==> src/rtl/fdiv_pkg.sv <==
package fdiv_pkg;
  // Source select encoding; codes other than ALT and BUS stop the divider.
  typedef enum logic [1:0] {
    SRC_OFF = 2'd0,
    SRC_ALT = 2'd1,
    SRC_BUS = 2'd2,
    SRC_RSV = 2'd3
  } src_sel_e;
endpackage

==> src/rtl/fdiv_src_gate.sv <==
module fdiv_src_gate
  import fdiv_pkg::*;
(
  input  logic       gate_en,
  input  logic [1:0] sel_code,
  input  logic       src_alt_stb,
  input  logic       src_bus_stb,
  output logic       src_on,
  output logic       src_tick
);
  src_sel_e sel;

  assign sel = src_sel_e'(sel_code);

  always_comb begin
    src_on   = 1'b0;
    src_tick = 1'b0;
    if (gate_en) begin
      unique case (sel)
        SRC_ALT: begin src_on = 1'b1; src_tick = src_alt_stb; end
        SRC_BUS: begin src_on = 1'b1; src_tick = src_bus_stb; end
        default: begin src_on = 1'b0; src_tick = 1'b0; end
      endcase
    end
  end
endmodule

==> src/rtl/fdiv_frac_accum.sv <==
module fdiv_frac_accum #(
  parameter int FW = 6
) (
  input  logic          clk,
  input  logic          rst_n,
  input  logic          src_on,
  input  logic          boundary,
  input  logic [FW-1:0] frac_num,
  input  logic [FW-1:0] frac_den,
  output logic          stretch_q
);
  localparam int SW = FW + 1;

  logic [FW-1:0] rem_q;
  logic [SW-1:0] step_res;

  // Returns {stretch, new remainder} for one output boundary.
  function automatic logic [SW-1:0] frac_step(input logic [FW-1:0] rem,
                                              input logic [FW-1:0] num,
                                              input logic [FW-1:0] den);
    logic [FW-1:0] eff_den;
    logic [SW-1:0] sum;
    logic [SW-1:0] left;
    eff_den = (den == '0) ? FW'(1) : den;
    sum     = {1'b0, rem} + {1'b0, num};
    if (sum >= {1'b0, eff_den}) begin
      left = sum - {1'b0, eff_den};
      if (left >= {1'b0, eff_den}) left = {1'b0, eff_den} - SW'(1);
      return {1'b1, left[FW-1:0]};
    end
    return {1'b0, sum[FW-1:0]};
  endfunction

  assign step_res = frac_step(rem_q, frac_num, frac_den);

  always_ff @(posedge clk or negedge rst_n) begin
    if (!rst_n) begin
      rem_q     <= '0;
      stretch_q <= 1'b0;
    end else if (!src_on) begin
      rem_q     <= '0;
      stretch_q <= 1'b0;
    end else if (boundary) begin
      rem_q     <= step_res[FW-1:0];
      stretch_q <= step_res[FW];
    end
  end


  stretch_hold_chk: assert property (@(posedge clk) disable iff (!rst_n)
    (src_on && !boundary) |=> $stable(stretch_q));


  off_clear_chk: assert property (@(posedge clk) disable iff (!rst_n)
    !src_on |=> (rem_q == '0 && !stretch_q));
endmodule

==> src/rtl/fdiv_period_ctr.sv <==
module fdiv_period_ctr #(
  parameter int NW    = 8,
  parameter int DEF_N = 15
) (
  input  logic          clk,
  input  logic          rst_n,
  input  logic          src_on,
  input  logic          src_tick,
  input  logic          stretch,
  input  logic [NW-1:0] int_div,
  output logic          boundary
);
  localparam int            CW    = NW + 1;
  localparam logic [NW-1:0] DEF_V = NW'(DEF_N);

  logic [CW-1:0] cnt_q;
  logic [NW-1:0] shadow_q;

  // Index of the last tick of a period of N+1+stretch ticks.
  function automatic logic [CW-1:0] last_idx(input logic [NW-1:0] n,
                                             input logic s);
    return {1'b0, n} + CW'(s);
  endfunction

  assign boundary = src_tick && (cnt_q == last_idx(shadow_q, stretch));

  always_ff @(posedge clk or negedge rst_n) begin
    if (!rst_n) begin
      cnt_q    <= '0;
      shadow_q <= DEF_V;
    end else if (!src_on || boundary) begin
      cnt_q    <= '0;
      shadow_q <= int_div;
    end else if (src_tick) begin
      cnt_q    <= cnt_q + CW'(1);
    end
  end


  cnt_bound_chk: assert property (@(posedge clk) disable iff (!rst_n)
    cnt_q <= last_idx(shadow_q, stretch));


  shadow_hold_chk: assert property (@(posedge clk) disable iff (!rst_n)
    (src_on && !src_tick) |=> $stable(shadow_q));
endmodule

==> src/rtl/fracdiv_clkgen.sv <==
module fracdiv_clkgen #(
  parameter int NW    = 8,
  parameter int FW    = 6,
  parameter int DEF_N = 15
) (
  input  logic          clk,
  input  logic          rst_n,
  input  logic          src_alt_stb,
  input  logic          src_bus_stb,
  input  logic [1:0]    sel_code,
  input  logic          gate_en,
  input  logic [NW-1:0] int_div,
  input  logic [FW-1:0] frac_den,
  input  logic [FW-1:0] frac_num,
  output logic          ctl_clk_en
);
  logic src_on;
  logic src_tick;
  logic boundary;
  logic stretch_q;

  fdiv_src_gate u_src (
    .gate_en     (gate_en),
    .sel_code    (sel_code),
    .src_alt_stb (src_alt_stb),
    .src_bus_stb (src_bus_stb),
    .src_on      (src_on),
    .src_tick    (src_tick)
  );

  fdiv_period_ctr #(.NW(NW), .DEF_N(DEF_N)) u_ctr (
    .clk      (clk),
    .rst_n    (rst_n),
    .src_on   (src_on),
    .src_tick (src_tick),
    .stretch  (stretch_q),
    .int_div  (int_div),
    .boundary (boundary)
  );

  fdiv_frac_accum #(.FW(FW)) u_acc (
    .clk       (clk),
    .rst_n     (rst_n),
    .src_on    (src_on),
    .boundary  (boundary),
    .frac_num  (frac_num),
    .frac_den  (frac_den),
    .stretch_q (stretch_q)
  );

  always_ff @(posedge clk or negedge rst_n) begin
    if (!rst_n) ctl_clk_en <= 1'b0;
    else        ctl_clk_en <= boundary;
  end


  pulse_src_chk: assert property (@(posedge clk) disable iff (!rst_n)
    ctl_clk_en |-> $past(src_tick));


  off_quiet_chk: assert property (@(posedge clk) disable iff (!rst_n)
    !gate_en |=> !ctl_clk_en);


  sel_off_chk: assert property (@(posedge clk) disable iff (!rst_n)
    (sel_code == 2'd0 || sel_code == 2'd3) |=> !ctl_clk_en);
endmodule

==> config.mk <==
export PLATFORM = sky130hd
export DESIGN_NAME = fracdiv_clkgen
export DESIGN_NICKNAME = d
export VERILOG_FILES = /design/src/rtl/fdiv_pkg.sv /design/src/rtl/fdiv_src_gate.sv /design/src/rtl/fdiv_frac_accum.sv /design/src/rtl/fdiv_period_ctr.sv /design/src/rtl/fracdiv_clkgen.sv
export SDC_FILE = /design/constraint.sdc
export NUM_CORES = 1
export LEC_CHECK = 0
export ABC_CLOCK_PERIOD_IN_PS = 4050
export BUFFER_PORTS_ARGS = -buffer_cell sky130_fd_sc_hd__buf_2
export CAP_MARGIN = 20
export CORE_MARGIN = 8
export CORE_UTILIZATION = 55
export DETAILED_ROUTE_END_ITERATION = 10
export GPL_ROUTABILITY_DRIVEN = 0
export HOLD_SLACK_MARGIN = 0.05
export PLACE_DENSITY = 0.78
export SLEW_MARGIN = 20
export SYNTH_ARGS = -nofsm -noshare
export SYNTH_HDL_FRONTEND = slang
export SYNTH_SLANG_ARGS = --single-unit
==> constraint.sdc <==
create_clock -name clk -period 4.05 [get_ports clk]
set_input_delay 0.81 -clock clk [delete_from_list [all_inputs] [get_ports clk]]
set_output_delay 0.81 -clock clk [all_outputs]
set_load 0.01 [all_outputs]
==> flow_metrics.py <==
metrics = {
    "global_route": {
        "grt_pass1_vias": 1972,
        "antenna_found_initial": 0,
        "grt_use_total": 0.165,
        "grt_overflow_total": 0,
        "grt_pass1_wl_um": 8570,
        "grt_max_degree": 26,
    },
    "floorplanning": {
        "initial_core_util": 0.565,
        "dieHeight_um": 79.7,
        "dieArea_mm2": 0.00634,
        "fp.dieW_um": 79.7,
        "rows": 23,
        "core_area_mm2": 0.00394,
        "num_io_pins": 28,
    },
    "flow_run": {
        "max_cap_viol_count": 0,
    },
    "clocking": {
        "htreeDepth": 1,
        "path_clk_slew_ns": 0.08,
        "cts_buffer_depth": 2,
        "clock_latency_ns": 0.27,
        "holdBufCountCts": 0,
        "root_buffer": "clkbuf_8",
        "cts-buffers-inserted": 3,
        "cts_tree": "done",
        "cts_num_sinks": 25,
    },
    "outcome": {
        "status": "finished, final reports clean",
    },
    "yosys": {
        "ys_types": 58,
        "avgSynthCellArea_um2": 8.91,
        "synth.area.top_cells": "dfrtp_1 24%, ha_1 13%, xnor2_1 7.9%, nand2_1 6.2%, dfstp_2 4.7%",
        "yosysSeqAreaShare": 0.283,
        "synth_top_family_by_area": "simple AND/OR/NAND/NOR gates",
        "netlist_instances": 250,
        "netlist_area_mm2": 0.00223,
        "syn_nets": 303,
        "ys_seq_elements": 25,
        "yosys.area.top_type": "dfrtp_1",
        "synth-simple-area-share": 0.217,
        "synthMuxAreaShare": 0.0314,
        "synth_edf_count": 0,
        "async_reset_ff_frac": 1.00,
        "netlist.area_leader.share": 0.236,
        "synthAdderAreaFrac": 0.153,
        "synth_compound_area_frac": 0.148,
        "synth_xor_area_frac": 0.128,
        "synth_ff_type": "dfrtp_1",
        "ys_warn_count": 0,
    },
    "final_layout": {
        "drive_gt1_frac": 0.240,
        "stdcell_count": 346,
        "multi_input_area_mm2": 0.00157,
        "fin_util": 0.674,
        "layout.nets": 350,
        "area_growth_pct": 19.3,
        "n_antenna_cell": 0,
        "fillers": 329,
        "ff_latch_area_um2": 631,
    },
    "min_path": {
        "hold_depth": 2,
        "hp-start": "u_ctr.shadow_q[0]",
        "hold_class": "register to register",
        "hold_end": "u_ctr.shadow_q[0]",
    },
    "route": {
        "firstDrtPassIters": 4,
        "wl_per_cell_um": 14.8,
        "viasPerCell": 5.53,
        "vias": 1914,
        "route.detailed.drc": 0,
        "ant_nets": 0,
        "wirelength_um": 5140,
        "drt_iter0_drc": 115,
    },
    "power_and_ir_drop": {
        "ir_worst_vdd_uv": 136,
        "fin_total_pwr_w": 0.000641,
        "power_leakage_nw": 1.28,
        "power.density_mw_per_mm2": 241,
    },
    "place": {
        "dp_cells": 341,
        "place_hpwl_um": 4050,
        "portBuffers": 27,
    },
    "critical_path": {
        "crit_fanout": 6,
        "r2r-end": "u_acc.rem_q[5]",
        "reg2reg_slack_ns": 0.23,
        "cp.required_ns": 4.20,
        "end_kind": "register",
        "startpoint_type": "input port",
        "path_class": "input port to register",
        "reg2regPathDepth": 16,
        "regToRegStartpoint": "u_acc.rem_q[1]",
        "arrival_ns": 4.09,
    },
    "sta": {
        "min_period_over_period": 0.973,
        "worst_slew_pin_slew_ns": 0.590,
        "finalHoldViolations": 0,
        "maxSlewHeadroom": 0.606,
        "finClkSkew_ns": 0.0108,
        "rsz0062_at_grt": "yes",
        "setup_viol_count_final": 0,
        "slew_viol_final": 0,
        "final.min_clock_period_ns": 3.94,
        "max_freq_mhz": 254,
    },
}
layout make-up:
type / instances / area share
multi-input combinational: 206 / 0.592
clock buffer: 3 / 0.0155
timing repair buffer: 47 / 0.110
inverter: 14 / 0.0198
clock inverter: 1 / 0.00282
tap: 50 / 0.0235
sequential: 25 / 0.237
how the worst max path moves through the flow:
| stage | from | end | slack, ns | depth (start not counted) |
|---|---|---|---|---|
| 6_report | frac_num[0] | u_acc.rem_q[5] | 0.11 | 17 |
| 5_1_grt | frac_num[0] | u_acc.rem_q[5] | -0.07 | 17 |
| 4_1_cts | frac_num[1] | u_acc.rem_q[5] | 0.04 | 17 |
| 3_5_place_dp | frac_num[1] | u_acc.rem_q[5] | -0.30 | 17 |
| 3_3_place_gp | frac_num[1] | u_acc.rem_q[5] | -0.17 | 17 |
| 2_1_floorplan | frac_num[1] | u_acc.rem_q[5] | 0.02 | 16 |
logic make-up after synthesis:
family,Yosys count
AOI/OAI and AO/OA,45
xor gates and xnor gates,31
adders and majority gates,26
buffers and inverters,19
DFF,25
muxes,7
and+or+nand+nor,97
metal layers:
layer  track usage  vias up  share of wire
met4        0.0685        0          0.011
met5             0        -              0
met3        0.0180        4          0.020
met1         0.179      911           0.42
met2         0.314       24           0.55
li1              -      975              -
critical path, stage by stage:
cell	delay (ns)
buf_2	0.12
ha_4	0.15
a21o_1	0.19
a21oi_2	0.21
xnor2_2	0.11
ha_1	0.30
or3b_4	0.39
a221oi_4	0.27
nor2_1	0.08
o21ai_1	0.16
xnor2_1	0.16
ha_1	0.29
a21oi_2	0.15
o21ai_2	0.09
a21oi_4	0.26
mux2i_1	0.26
a31oi_1	0.10
Yosys cell counts (3+ instances only):
master / count
a21o_1: 4
a21oi_1: 9
a22oi_1: 5
dfrtp_1: 21
dfstp_2: 4
ha_1: 24
inv_1: 14
mux2i_1: 7
nand2_1: 37
nand3_1: 10
nand3b_1: 3
nand4_1: 3
nor2_1: 21
nor3_1: 3
o21ai_1: 7
xnor2_1: 20
xor2_1: 10
what timing repair did:
action | in CTS | in global routing
resized for setup | 1 | 11
setup buffers | 0 | 1
pin swaps | 0 | 13
setup endpoints to repair | 1 | 6
flip-flops by register name (all words and copies together), names as in the netlist:
| register | cells |
|---|---|
| u_ctr.cnt_q | 9 |
| u_ctr.shadow_q | 8 |
| u_acc.rem_q | 6 |
| ctl_clk_en | 1 |
| u_acc.stretch_q | 1 |
power breakdown:
group / switching, W / internal [W] / leakage [nW]
clock: 0.0000830 / 0.0000697 / 0.0217
combinational: 0.000111 / 0.000101 / 0.927
sequential: 0.0000132 / 0.000262 / 0.327
placed cells by master, fill, tap and decap left out, drive strengths merged, types with 4 or more instances in the layout:
| cell type | instances |
|---|---|
| a21o | 4 |
| a21oi | 11 |
| a22oi | 6 |
| buf | 47 |
| dfrtp | 21 |
| dfstp | 4 |
| ha | 24 |
| inv | 14 |
| mux2i | 7 |
| nand2 | 37 |
| nand3 | 11 |
| nor2 | 21 |
| o21ai | 8 |
| xnor2 | 20 |
| xor2 | 10 |
through the flow:
step,setup slack (ns),TNS (ns),cell area [um2],hold WS [ns]
floorplan,0.0194,0,2230,0.437
global placement,-0.173,-0.902,2540,0.446
detailed placement,-0.300,-1.58,2540,0.454
CTS,0.0423,0,2590,0.469
global route,-0.0679,-0.120,2660,0.482
finish,0.109,0,2660,0.472
Note: power is estimated with default switching activity, not from simulation.
